==> src/rtl/flp_pkg.sv <==
package flp_pkg;

    localparam int CW_BITS = 16;
    localparam int N_POS   = 2 * CW_BITS + 1;
    localparam int POS_W   = $clog2(N_POS);

    typedef enum logic { SEQ_IDLE = 1'b0, SEQ_RUN = 1'b1 } seq_state_t;

    // Whether a given position in the burst carries a pulse.
    function automatic logic slot_fires(input logic [POS_W-1:0] pos,
                                        input logic [CW_BITS-1:0] word);
        if (pos[0])
            return word[pos[4:1]];
        return 1'b1;
    endfunction

endpackage

==> src/rtl/flp_period_timer.sv <==
module flp_period_timer #(
    parameter int BURST_TICKS = 160000
) (
    input  logic clk,
    input  logic rst,
    input  logic tick,
    input  logic enable,
    input  logic hold,
    output logic start
);
    localparam int CNT_W = $clog2(BURST_TICKS);
    localparam logic [CNT_W-1:0] LAST = CNT_W'(BURST_TICKS - 1);

    logic [CNT_W-1:0] cnt;

    assign start = enable && tick && (cnt == '0) && !hold;

    always_ff @(posedge clk) begin
        if (rst || !enable) begin
            cnt <= '0;
        end else if (tick && !((cnt == '0) && hold)) begin
            cnt <= (cnt == LAST) ? '0 : cnt + 1'b1;
        end
    end

endmodule

==> src/rtl/flp_slot_seq.sv <==
module flp_slot_seq
    import flp_pkg::*;
#(
    parameter int HALF_TICKS = 625
) (
    input  logic               clk,
    input  logic               rst,
    input  logic               tick,
    input  logic               enable,
    input  logic               start,
    input  logic [CW_BITS-1:0] code_word,
    output logic               fire,
    output logic               active
);
    localparam int HS_W = $clog2(HALF_TICKS);
    localparam logic [HS_W-1:0]  HS_LAST  = HS_W'(HALF_TICKS - 1);
    localparam logic [POS_W-1:0] POS_LAST = POS_W'(N_POS - 1);

    seq_state_t         state;
    logic [POS_W-1:0]   pos;
    logic [HS_W-1:0]    hs;
    logic [CW_BITS-1:0] word_q;
    logic               slot_end;
    logic               begin_burst;

    assign active      = (state == SEQ_RUN);
    assign slot_end    = active && tick && (hs == HS_LAST);
    assign begin_burst = enable && start && !active;

    always_comb begin
        fire = 1'b0;
        if (enable) begin
            if (begin_burst)
                fire = 1'b1;
            else if (slot_end && (pos != POS_LAST))
                fire = slot_fires(pos + 1'b1, word_q);
        end
    end

    always_ff @(posedge clk) begin
        if (rst) begin
            state  <= SEQ_IDLE;
            pos    <= '0;
            hs     <= '0;
            word_q <= '0;
        end else if (!enable) begin
            state <= SEQ_IDLE;
            pos   <= '0;
            hs    <= '0;
        end else if (begin_burst) begin
            state  <= SEQ_RUN;
            pos    <= '0;
            hs     <= '0;
            word_q <= code_word;
        end else if (active && tick) begin
            if (hs == HS_LAST) begin
                hs <= '0;
                if (pos == POS_LAST) begin
                    state <= SEQ_IDLE;
                    pos   <= '0;
                end else begin
                    pos <= pos + 1'b1;
                end
            end else begin
                hs <= hs + 1'b1;
            end
        end
    end

    // The captured word may change only on the edge that starts a burst.
    assert_word_held_R7: assert property (@(posedge clk) disable iff (rst)
        (active && $past(active) && !$past(begin_burst)) |-> $stable(word_q));

endmodule

==> src/rtl/flp_pulse_stretch.sv <==
module flp_pulse_stretch #(
    parameter int PULSE_TICKS = 1
) (
    input  logic clk,
    input  logic rst,
    input  logic tick,
    input  logic fire,
    output logic pulse
);
    localparam int W_W = $clog2(PULSE_TICKS + 1);

    logic [W_W-1:0] left;

    assign pulse = (left != '0);

    always_ff @(posedge clk) begin
        if (rst)
            left <= '0;
        else if (fire)
            left <= W_W'(PULSE_TICKS);
        else if (tick && pulse)
            left <= left - 1'b1;
    end

    // A new pulse is requested only after the previous one has ended.
    assert_fire_when_low_R4: assert property (@(posedge clk) disable iff (rst)
        fire |-> !pulse);

endmodule

==> src/rtl/flp_burst_gen.sv <==
module flp_burst_gen
    import flp_pkg::*;
#(
    parameter int PULSE_TICKS = 1,
    parameter int HALF_TICKS  = 625,
    parameter int BURST_TICKS = 160000
) (
    input  logic               clk,
    input  logic               rst,
    input  logic               tick,
    input  logic               enable,
    input  logic [CW_BITS-1:0] code_word,
    output logic               pulse_out,
    output logic               burst_active
);
    logic start;
    logic fire;
    logic hold;

    assign hold = pulse_out || burst_active;

    flp_period_timer #(.BURST_TICKS(BURST_TICKS)) u_timer (
        .clk    (clk),
        .rst    (rst),
        .tick   (tick),
        .enable (enable),
        .hold   (hold),
        .start  (start)
    );

    flp_slot_seq #(.HALF_TICKS(HALF_TICKS)) u_seq (
        .clk       (clk),
        .rst       (rst),
        .tick      (tick),
        .enable    (enable),
        .start     (start),
        .code_word (code_word),
        .fire      (fire),
        .active    (burst_active)
    );

    flp_pulse_stretch #(.PULSE_TICKS(PULSE_TICKS)) u_pulse (
        .clk   (clk),
        .rst   (rst),
        .tick  (tick),
        .fire  (fire),
        .pulse (pulse_out)
    );

    assert_pulse_in_burst_R2: assert property (@(posedge clk) disable iff (rst)
        $rose(pulse_out) |-> burst_active);

    assert_burst_opens_with_pulse_R5: assert property (@(posedge clk) disable iff (rst)
        $rose(burst_active) |-> $rose(pulse_out));

    assert_disable_stops_R8: assert property (@(posedge clk) disable iff (rst)
        !enable |=> !burst_active);

    assert_reset_quiet_R1: assert property (@(posedge clk)
        $past(rst) |-> (!pulse_out && !burst_active));

endmodule

==> config.mk <==
export PLATFORM = sky130hd
export DESIGN_NAME = flp_burst_gen
export DESIGN_NICKNAME = d
export VERILOG_FILES = /design/src/rtl/flp_pkg.sv /design/src/rtl/flp_period_timer.sv /design/src/rtl/flp_slot_seq.sv /design/src/rtl/flp_pulse_stretch.sv /design/src/rtl/flp_burst_gen.sv
export SDC_FILE = /design/constraint.sdc
export NUM_CORES = 1
export LEC_CHECK = 0
export ABC_AREA = 1
export BUFFER_PORTS_ARGS = -buffer_cell sky130_fd_sc_hd__buf_2
export CELL_PAD_IN_SITES_DETAIL_PLACEMENT = 2
export CELL_PAD_IN_SITES_GLOBAL_PLACEMENT = 2
export CORE_ASPECT_RATIO = 1.1
export CORE_MARGIN = 2
export CORE_UTILIZATION = 35
export CTS_BUF_LIST = sky130_fd_sc_hd__clkbuf_8
export DETAILED_ROUTE_END_ITERATION = 12
export PLACE_DENSITY_LB_ADDON = 0.1
export SETUP_SLACK_MARGIN = 0.5
export SLEW_MARGIN = 20
export SYNTH_ARGS = -nofsm -noshare
export SYNTH_HDL_FRONTEND = slang
export SYNTH_SLANG_ARGS = --single-unit
export TNS_END_PERCENT = 20
==> constraint.sdc <==
create_clock -name clk -period 2.15 [get_ports clk]
set_clock_uncertainty 0.2 [all_clocks]
set_input_delay 0.215 -clock clk [delete_from_list [all_inputs] [get_ports clk]]
set_output_delay 0.215 -clock clk [all_outputs]
set_load 0.03 [all_outputs]
==> results of run 1 <==
synthesized netlist by cell type, types with 2 or more instances:
cell       n  share of area (%)
nand3b_1   5                1.3
dfxtp_1   52                 35
o22ai_1    3               0.63
buf_2      5               0.84
buf_4      2               0.51
inv_2      3               0.38
nor4_1     2               0.42
o21ai_0   19                3.2
nand4_1   10                2.1
nand3_1   31                5.2
ha_1       6                2.5
a211oi_1   7                1.8
a21oi_1   20                3.4
nor2_2     2               0.42
nor3_2     3                1.0
nand2_2    3               0.63
nor3b_2    2               0.84
nor3_1    15                2.5
buf_6      2               0.76
xor2_1    11                3.2
or2_2      2               0.42
nand2_1   95                 12
nor2_1    65                8.2
inv_1     49                6.2
flip-flops by register name, indices dropped and copies added (netlist names):
name	count
u_seq.active	1
u_seq.hs	10
u_seq.word_q	16
u_seq.pos	6
u_timer.cnt	18
u_pulse.pulse	1
stage by stage:
stage	util [%]	setup WS [ns]	cell area, um^2
global placement	38.4	0.248	3200
floorplan	-	0.418	3000
CTS	44.5	0.375	3700
global route	50.3	-0.0603	4190
finish	50.3	-0.00186	4190
detailed placement	38.4	0.163	3200
power groups by stage:
| stage | clock (uW) | combinational [uW] | sequential [uW] |
|---|---|---|---|
| 2_1_floorplan | 0 | 116 | 1020 |
| 3_3_place_gp | 0 | 169 | 1030 |
| 3_5_place_dp | 0 | 174 | 1030 |
| 4_1_cts | 573 | 233 | 1000 |
| 5_1_grt | 622 | 345 | 1010 |
| 6_report | 590 | 328 | 1010 |
per-layer routing:
layer	vias up	GRT usage (%)
met2	76	52.1
met4	0	7.23
met5	-	0
met3	51	3.14
li1	1536	-
met1	1652	26.8
cells by family after synthesis:
| kind of cell | Yosys count |
|---|---|
| AOI/OAI and AO/OA | 56 |
| xor gates and xnor gates | 11 |
| adders and majority gates | 6 |
| buffers and inverters | 64 |
| DFF | 52 |
| and+or+nand+nor | 243 |
cell type report:
cell class,count,area (um^2)
Fill cell,933,4130
Clock inverter,2,8.76
Sequential cell,52,1080
Multi-Input combinational cell,316,2000
Tap cell,111,139
Inverter,53,223
Timing Repair Buffer,70,673
Clock buffer,5,68.8
worst max-delay path, delay by kind of cell, from the launching register on:
family	cells	cell delay (ns)
AND/OR/NAND/NOR	2	0.70
flip-flops	1	0.44
AO/OA/AOI/OAI	3	0.66
what timing repair did:
| action | in CTS | in global routing |
|---|---|---|
| endpoints found under the setup margin | 52 | 52 |
| pin swaps | 11 | 33 |
| resized for setup | 51 | 93 |
| cloned | 1 | 4 |
| hold buffers | 16 | 0 |
| setup buffers | 15 | 11 |
| hold endpoints to repair | 16 | 0 |
final timing paths:
check / depth (start not counted) / start / to / slack [ns]
setup / recovery: 5 / u_timer.cnt[10] / u_timer.cnt[16] / -0.002
hold / removal: 2 / rst / u_seq.word_q[8] / 0.13
setup reg to reg: 5 / u_timer.cnt[10] / u_timer.cnt[16] / -0.002
hold reg to reg: 2 / u_timer.cnt[11] / u_timer.cnt[11] / 0.30
==> run metrics, run 1 <==
number of detailed-route iterations in the first pass 4; most frequent cells in the layout nand2_1, nor2_1, inv_1, dfxtp_1, nand3_1; core area 8320 um^2; fraction of registers with async set/reset 0%; post-DR wirelength/cell 25.2 um; largest net degree at the start of global routing 20; vias in the first global route 3550; P per Cell Area 459 nW/um^2; outcome complete, but fails checks; Post-Synth XOR/XNOR Area 3.25%; CTS Buf Count 5; worst slew pin tran around 0.61 ns; clk_lat worst skew 0.32 ns; Yosys reg bits 52; Final Total Pwr 1920 uW; IO Pins 22; Mean Syn Cell Area 6.86 um^2; Post-Synthesis Net Count 458; first-pass GRT wire length 18.4 mm; die width 91.8 um; worst hold slack 0.127 ns; leak pwr ~0.0016 uW; Synth Area in Compound Gates between 10 and 15%; vias per cell 5.44; Hold Vio Cnt, Final 0; Final WS setup -0.00186 ns; Max Used Layer met4; port bufs 21; Internal Pwr Total around 1300 uW; Yosys warnings 0; antenna violations before repair 0; crit share post-route 100%; simple-gate share of the synthesized area 38.4%; Fmax 0.465 GHz; Net Sw Frac 30.0%; Max clock buf depth 2; Routed Antenna Nets 0; CP Launch Type flop; wl on met1 6.04 mm; failing checks negative setup slack; Final setup viols 1; CP endpoint kind flop; clock sink count 52; root buffer cell clkbuf_8; final WL 15.3 mm; global placement routability congestion 0.785; RSZ-0062 raised after global routing yes; initial drt markers slightly below 100; CTS clk-pin slew, worst paths 0.10 ns; final net count 524; mux contribution to synthesized area 0%; Die ar. 9230 um^2; DRC violations left 0; row cnt 35; max incr delay on CP ~0.50 ns; fraction of layout cells with a size suffix above 1 38.2%; Synth cell types 42; placed insts roughly 560; combinational cell fraction of total power 17.0%; CP Data Required Time around 2.1 ns; commonest non-fill, non-tap cell in the layout nand2_1; sequential share of power 52.3%; Crit Path Max Fanout 4; relative slew slack about three fifths; Syn Inst Count 432; Worst EP arrival 2.13 ns; htree depth 2; post-synthesis adder-cell area fraction 2.53%; critical path cell sequence nand2_1, nor3_1, a31oi_1, o21ai_0, a21oi_1; Psw 577 uW; power share of the clock group approximately 31%; Pins Over Slew Limit 0; via count 3315; worst setup path class reg -> reg; largest family of logic cells by synthesized area simple AND/OR/NAND/NOR gates; crit path time final 2.15 ns; Cell Count, Final, Fillers Out 609; CTS tree yes; Antenna Cells 0; Syn-to-layout area delta 41.3%; GR Util All Layers between 20 and 30%; DP HPWL 6.84 mm; max-cap viol count 0; grt total ovfl 0; Worst path slowest cell nor3_1; routed wl met3 286 um; synthesized area 2970 um^2; final setup TNS -0.00186 ns; Peak VDD IR 0.000293 V; Initial Util 35.6%; die height 101 um; wire length on met2 8.22 mm; ys flop type dfxtp_1; post-synthesis sequential area ratio between 30% and 40%; Post-synth EDFFs 0; Hold Path Class in -> reg
(Power assumes the default switching activity.)
==> run 2, diff against run 1 <==
Settings changed: ABC_AREA 1 to 0, CORE_UTILIZATION 35 to 37.
==> run metrics, run 2 <==
htree depth 2; core area a little under 7000 um^2; CTS tree yes; Psw roughly 520 uW; vias in the first global route 3045; CTS Buf Count 5; simple-gate share of the synthesized area between 20% and 30%; Syn-to-layout area delta 41.1%; first-pass GRT wire length 17.4 mm; Net Sw Frac 26.8%; final core occ a little over half; row cnt 32; mux contribution to synthesized area roughly 4.7%; sequential share of power 50.9%; IO Pins 22; CTS clk-pin slew, worst paths between 0.1 and 0.15 ns; worst setup path class reg -> reg; Mean Syn Cell Area just over 8 um^2; CP endpoint kind flop; Hold Path Class in -> reg; clock sink count 52; synthesized area approximately 2600 um^2; max-cap viol count 0; final net count around 420; max reg flops 18; Largest Register u_timer.cnt; GR Util All Layers 29.4%; P per Cell Area 528 nW/um^2; Initial Util 37.9%; Final setup viols 0; worst slew pin tran around 0.55 ns; CP Launch Type flop; Synth Area in Compound Gates 11.6%; vias per cell roughly 5.6; antenna violations before repair 0; Worst EP arrival 2.16 ns; Post-synth EDFFs 0; Max clock buf depth 2; Syn Inst Count 317; clk_lat worst skew approximately 0.33 ns; grt total ovfl 0; combinational cell fraction of total power 11.9%; share of the synthesized area in the top cell type 39.7%; fraction of layout cells with a size suffix above 1 35.9%; Final Total Pwr 1960 uW; Routed Antenna Nets 0; Yosys reg bits 52; via count 2712; fraction of registers with async set/reset 0%; post-synthesis sequential area ratio between 30% and 40%; Synth area leader dfxtp_1; register area 1060 um^2; Die ar. roughly 8000 um^2; Internal Pwr Total 1430 uW; RSZ-0062 raised after global routing yes; root buffer cell clkbuf_8; Post-synth top cells nand2_1, dfxtp_1, a21oi_1, nor2_1, nand3_1; largest family of logic cells by synthesized area simple AND/OR/NAND/NOR gates; relative slew slack 63.5%; Crit Path Max Fanout 6; die height 92.3 um; crit share post-route about 100%; Multi-input gate area approximately 1700 um^2; Yosys warnings 0; port bufs 21; number of detailed-route iterations in the first pass 4; Hold Vio Cnt, Final 0; largest registers u_timer.cnt: 18 flops, u_seq.word_q: 16 flops, u_seq.hs: 10 flops; Post-Synth XOR/XNOR Area about 7.0%; post-DR wirelength/cell 25.0 um; Fmax 0.466 GHz; filler instances 727; Post-Synthesis Net Count 343; power share of the clock group 37.2%; top cells by area, synth dfxtp_1, nand2_1, a21oi_1; post-synthesis adder-cell area fraction under 10%; most frequent cells in the layout nand2_1, dfxtp_1, buf_4; CP Data Required Time 2.16 ns; Synth cell types 49; Peak VDD IR 0.000336 V; commonest non-fill, non-tap cell in the layout nand2_1; leak pwr between 0.001 and 0.0015 uW; outcome finished clean; initial drt markers 80; DRC violations left 0; global placement routability congestion 0.777; most numerous cell in the Yosys netlist nand2_1; Antenna Cells 0; ys flop type dfxtp_1; largest net degree at the start of global routing 20; DP HPWL 5.79 mm; final WL 12.1 mm; die width about 84 um; crit path time final 2.14 ns; Pins Over Slew Limit 0
==> run 2: cell count changes in the layout (fill, tap and decap cells not counted), sizes merged, moves of 6 or more <==
cell    previous run  this run
a21oi             21        33
inv               52        13
nand3             32        24
a211oi             8         0
buf               50        69
xnor2              0         6
o21ai             20         4
nand2             98        61
nor2              68        32
nor3              19         6
==> run 2: power groups by stage <==
stage               clock network, uW  logic (uW)  registers [uW]
floorplan                           0        97.3            1010
global placement                    0         153            1010
detailed placement                  0         158            1020
CTS                               735         195             991
global route                      779         244             996
finish                            728         232             995
==> run 2: cell families after synthesis <==
| logic type | Yosys count |
|---|---|
| multiplexers | 6 |
| flip-flops | 52 |
| AND/OR/NAND/NOR | 158 |
| XOR/XNOR | 20 |
| adder cells (fa/ha/maj) | 6 |
| buffers and inverters | 23 |
| AO/OA/AOI/OAI | 52 |
==> run 2: worst paths after layout <==
path	startpoint	endpoint	slack [ns]	cells past startpoint
worst max-delay path	u_timer.cnt[8]	u_timer.cnt[13]	0.006	8
worst min-delay path	rst	u_seq.word_q[2]	0.09	2
worst max register to register	u_timer.cnt[8]	u_timer.cnt[13]	0.006	8
worst min register to register	u_seq.word_q[2]	u_seq.word_q[2]	0.28	2
==> run 2: routing by layer <==
layer  share of wire, %  wire, um  track usage, %  up-vias
met5                  0         0               0        -
met4                2.7       330            10.1        0
met3                2.8       338            5.17       29
met2                 53      6450            54.6       68
met1                 41      4940            33.7     1360
li1                   -         -               -     1255
==> run 2: stage by stage <==
stage | cells | instance area (um^2) | setup TNS, ns | hold WS [ns] | setup slack (ns)
final | 483 | 3700 | 0 | 0.0900 | 0.00612
after detailed placement | 439 | 3030 | 0 | 0.251 | 0.0357
after floorplan | 317 | 2690 | 0 | 0.153 | 0.163
after global placement | 439 | 3030 | 0 | 0.240 | 0.0859
after global routing | 483 | 3700 | -0.186 | 0.102 | -0.0523
after CTS | 475 | 3490 | 0 | 0.0935 | 0.0633
==> run 2: worst max-delay path, cell delays in order (launching register included) <==
cell	delay (ns)
dfxtp_2	0.33
or4_4	0.55
nor3_4	0.19
buf_6	0.14
nand3_4	0.11
buf_6	0.17
buf_4	0.13
a21oi_1	0.12
o22ai_1	0.10
==> run 2: layout make-up <==
type / instances / area share, %
clock buffer: 5 / 1.86
clock inverter: 3 / 1.22
inverter: 11 / 1.12
multi-input combinational: 242 / 45.9
sequential: 52 / 28.7
tap: 85 / 2.87
timing repair buffer: 85 / 18.4
==> run 2: timing repair <==
action	CTS	global route
gates resized for setup	32	39
setup buffers	12	8
setup endpoints to repair	52	52
endpoints found under the hold margin	16	0
pin swaps	5	23
hold buffers	16	0
==> run 3, diff against run 2 <==
==> constraint.sdc (replaced) <==
create_clock -name clk -period 2.15 [get_ports clk]
set_clock_uncertainty 0.2 [all_clocks]
set_input_delay 0.3225 -clock clk [delete_from_list [all_inputs] [get_ports clk]]
set_output_delay 0.3225 -clock clk [all_outputs]
set_load 0.03 [all_outputs]
==> run metrics, run 3 (same netlist as run 2, synthesis figures left out) <==
hold path depth 3; worst setup path class reg -> reg; DRC violations left 0; via count 2618; worst setup path startpoint u_timer.cnt[10]; GR Util All Layers 23.6%; DP HPWL roughly 6 mm; most frequent cells in the layout nand2_1, dfxtp_1, buf_4; grt total ovfl 0; global placement routability congestion 0.750; crit share post-route 103%; Hold Vio Cnt, Final 0; failing checks negative setup slack; relative slew slack 72.7%; WP depth 7; post-DR wirelength/cell around 22 um; commonest non-fill, non-tap cell in the layout nand2_1; core area 6930 um^2; initial drt markers 62; cell family with most CP delay simple AND/OR/NAND/NOR gates; Routed Antenna Nets 0; CP endpoint kind flop; crit path capture u_seq.word_q[14]; htree depth 2; Max clock buf depth 2; IO Pins 22; Pins Over Slew Limit 0; antenna violations before repair 0; Worst EP arrival 2.26 ns; largest registers u_timer.cnt: 18 flops, u_seq.word_q: 16 flops, u_seq.hs: 10 flops; largest net degree at the start of global routing 18; filler instances about 730; Final Total Pwr around 1900 uW; CP Data Required Time 2.19 ns; clk_lat worst skew between 0.3 and 0.4 ns; Final setup viols 10; Worst Path Buf+Inv 2; Fmax 0.449 GHz; CTS tree yes; Worst path slowest cell or4_4; root buffer cell clkbuf_8; vias in the first global route 2776; clock sink count 52; max-cap viol count 0; Peak VDD IR 0.000307 V; critical path cell sequence or4_4, nor3_4, buf_6, and3_4, buf_12, nand2_1, a21oi_1; r2r endpoint u_seq.word_q[14]; number of detailed-route iterations in the first pass 4; max incr delay on CP 0.55 ns; first-pass GRT wire length about 14 mm; Crit Path Max Fanout 16; leak pwr 0.00126 uW; worst slew pin tran 0.409 ns; outcome complete, but fails checks; dpl ws 0.0385 ns; Reg2Reg Setup Slack -0.08 ns; final WL 10.3 mm; CTS clk-pin slew, worst paths 0.11 ns; port bufs 21; P per Cell Area 543 nW/um^2; fraction of layout cells with a size suffix above 1 40.5%; CP Launch Type flop; Syn-to-layout area delta 36.0%; Initial Util roughly 38%; Hold Path Class in -> reg; RSZ-0062 raised after global routing yes; max reg flops 18; die width 84.3 um; row cnt 32; Antenna Cells 0; crit path time final 2.23 ns; CTS Buf Count 5; vias per cell 5.69; Final WS setup -0.0751 ns; Die ar. 7780 um^2; final net count 400; die height 92.3 um; worst flop-to-flop path startpoint u_timer.cnt[10]; Largest Register u_timer.cnt; R2R cell count 7
==> run 3: final cells by class <==
cell class / instances / area, um^2 / share of cell area (%)
Clock inverter: 3 / 46.3 / 1.30
Sequential cell: 52 / 1070 / 29.9
Inverter: 11 / 41.3 / 1.16
Multi-Input combinational cell: 242 / 1760 / 49.4
Clock buffer: 5 / 68.8 / 1.93
Timing Repair Buffer: 62 / 475 / 13.3
Tap cell: 85 / 106 / 2.98
==> run 3: where the power goes <==
group	leakage [uW]	switching [uW]	internal, uW
Sequential	0.000428	16.3	977
Clock	0.0000548	367	352
Combinational	0.000776	136	88.5
Total	0.00126	520	1420
==> run 3: through the flow <==
| step | area, um^2 | instances | TNS, ns | util, % | hold slack (ns) |
|---|---|---|---|---|---|
| 2_1_floorplan | 2690 | 317 | 0 | - | 0.224 |
| 3_3_place_gp | 3030 | 439 | 0 | 43.7 | 0.234 |
| 3_5_place_dp | 3030 | 439 | 0 | 43.7 | 0.254 |
| 4_1_cts | 3250 | 454 | 0 | 46.9 | 0.0324 |
| 5_1_grt | 3570 | 460 | -1.85 | 51.5 | 0.0255 |
| 6_report | 3570 | 460 | -0.226 | 51.5 | 0.0262 |
==> run 3: per-layer routing <==
metal	part of all wire, %	global-route usage, %	vias to the layer above
li1	-	-	1212
met1	42	29.5	1342
met2	53	42.0	47
met3	2.9	3.83	17
met4	2.5	6.05	0
met5	0	0	-
==> run 3: worst min-delay path by stage <==
stage | start | to
final | code_word[7] | u_seq.word_q[7]
after floorplan | u_seq.word_q[1] | u_seq.word_q[1]
after global placement | u_seq.word_q[1] | u_seq.word_q[1]
after detailed placement | u_seq.word_q[15] | u_seq.word_q[15]
after global routing | code_word[7] | u_seq.word_q[7]
after CTS | code_word[8] | u_seq.word_q[8]
==> run 3: repair_timing <==
item / CTS / global route
hold buffers: 0 / 0
pin swaps: 3 / 33
gates resized for setup: 18 / 77
hold endpoints to repair: 0 / 0
setup buffers: 7 / 6
setup endpoints to repair: 52 / 52
==> run 3: worst min-delay path, stage by stage <==
cell     delay (ns)
buf_2          0.10
nand2_2        0.05
a21oi_2        0.04
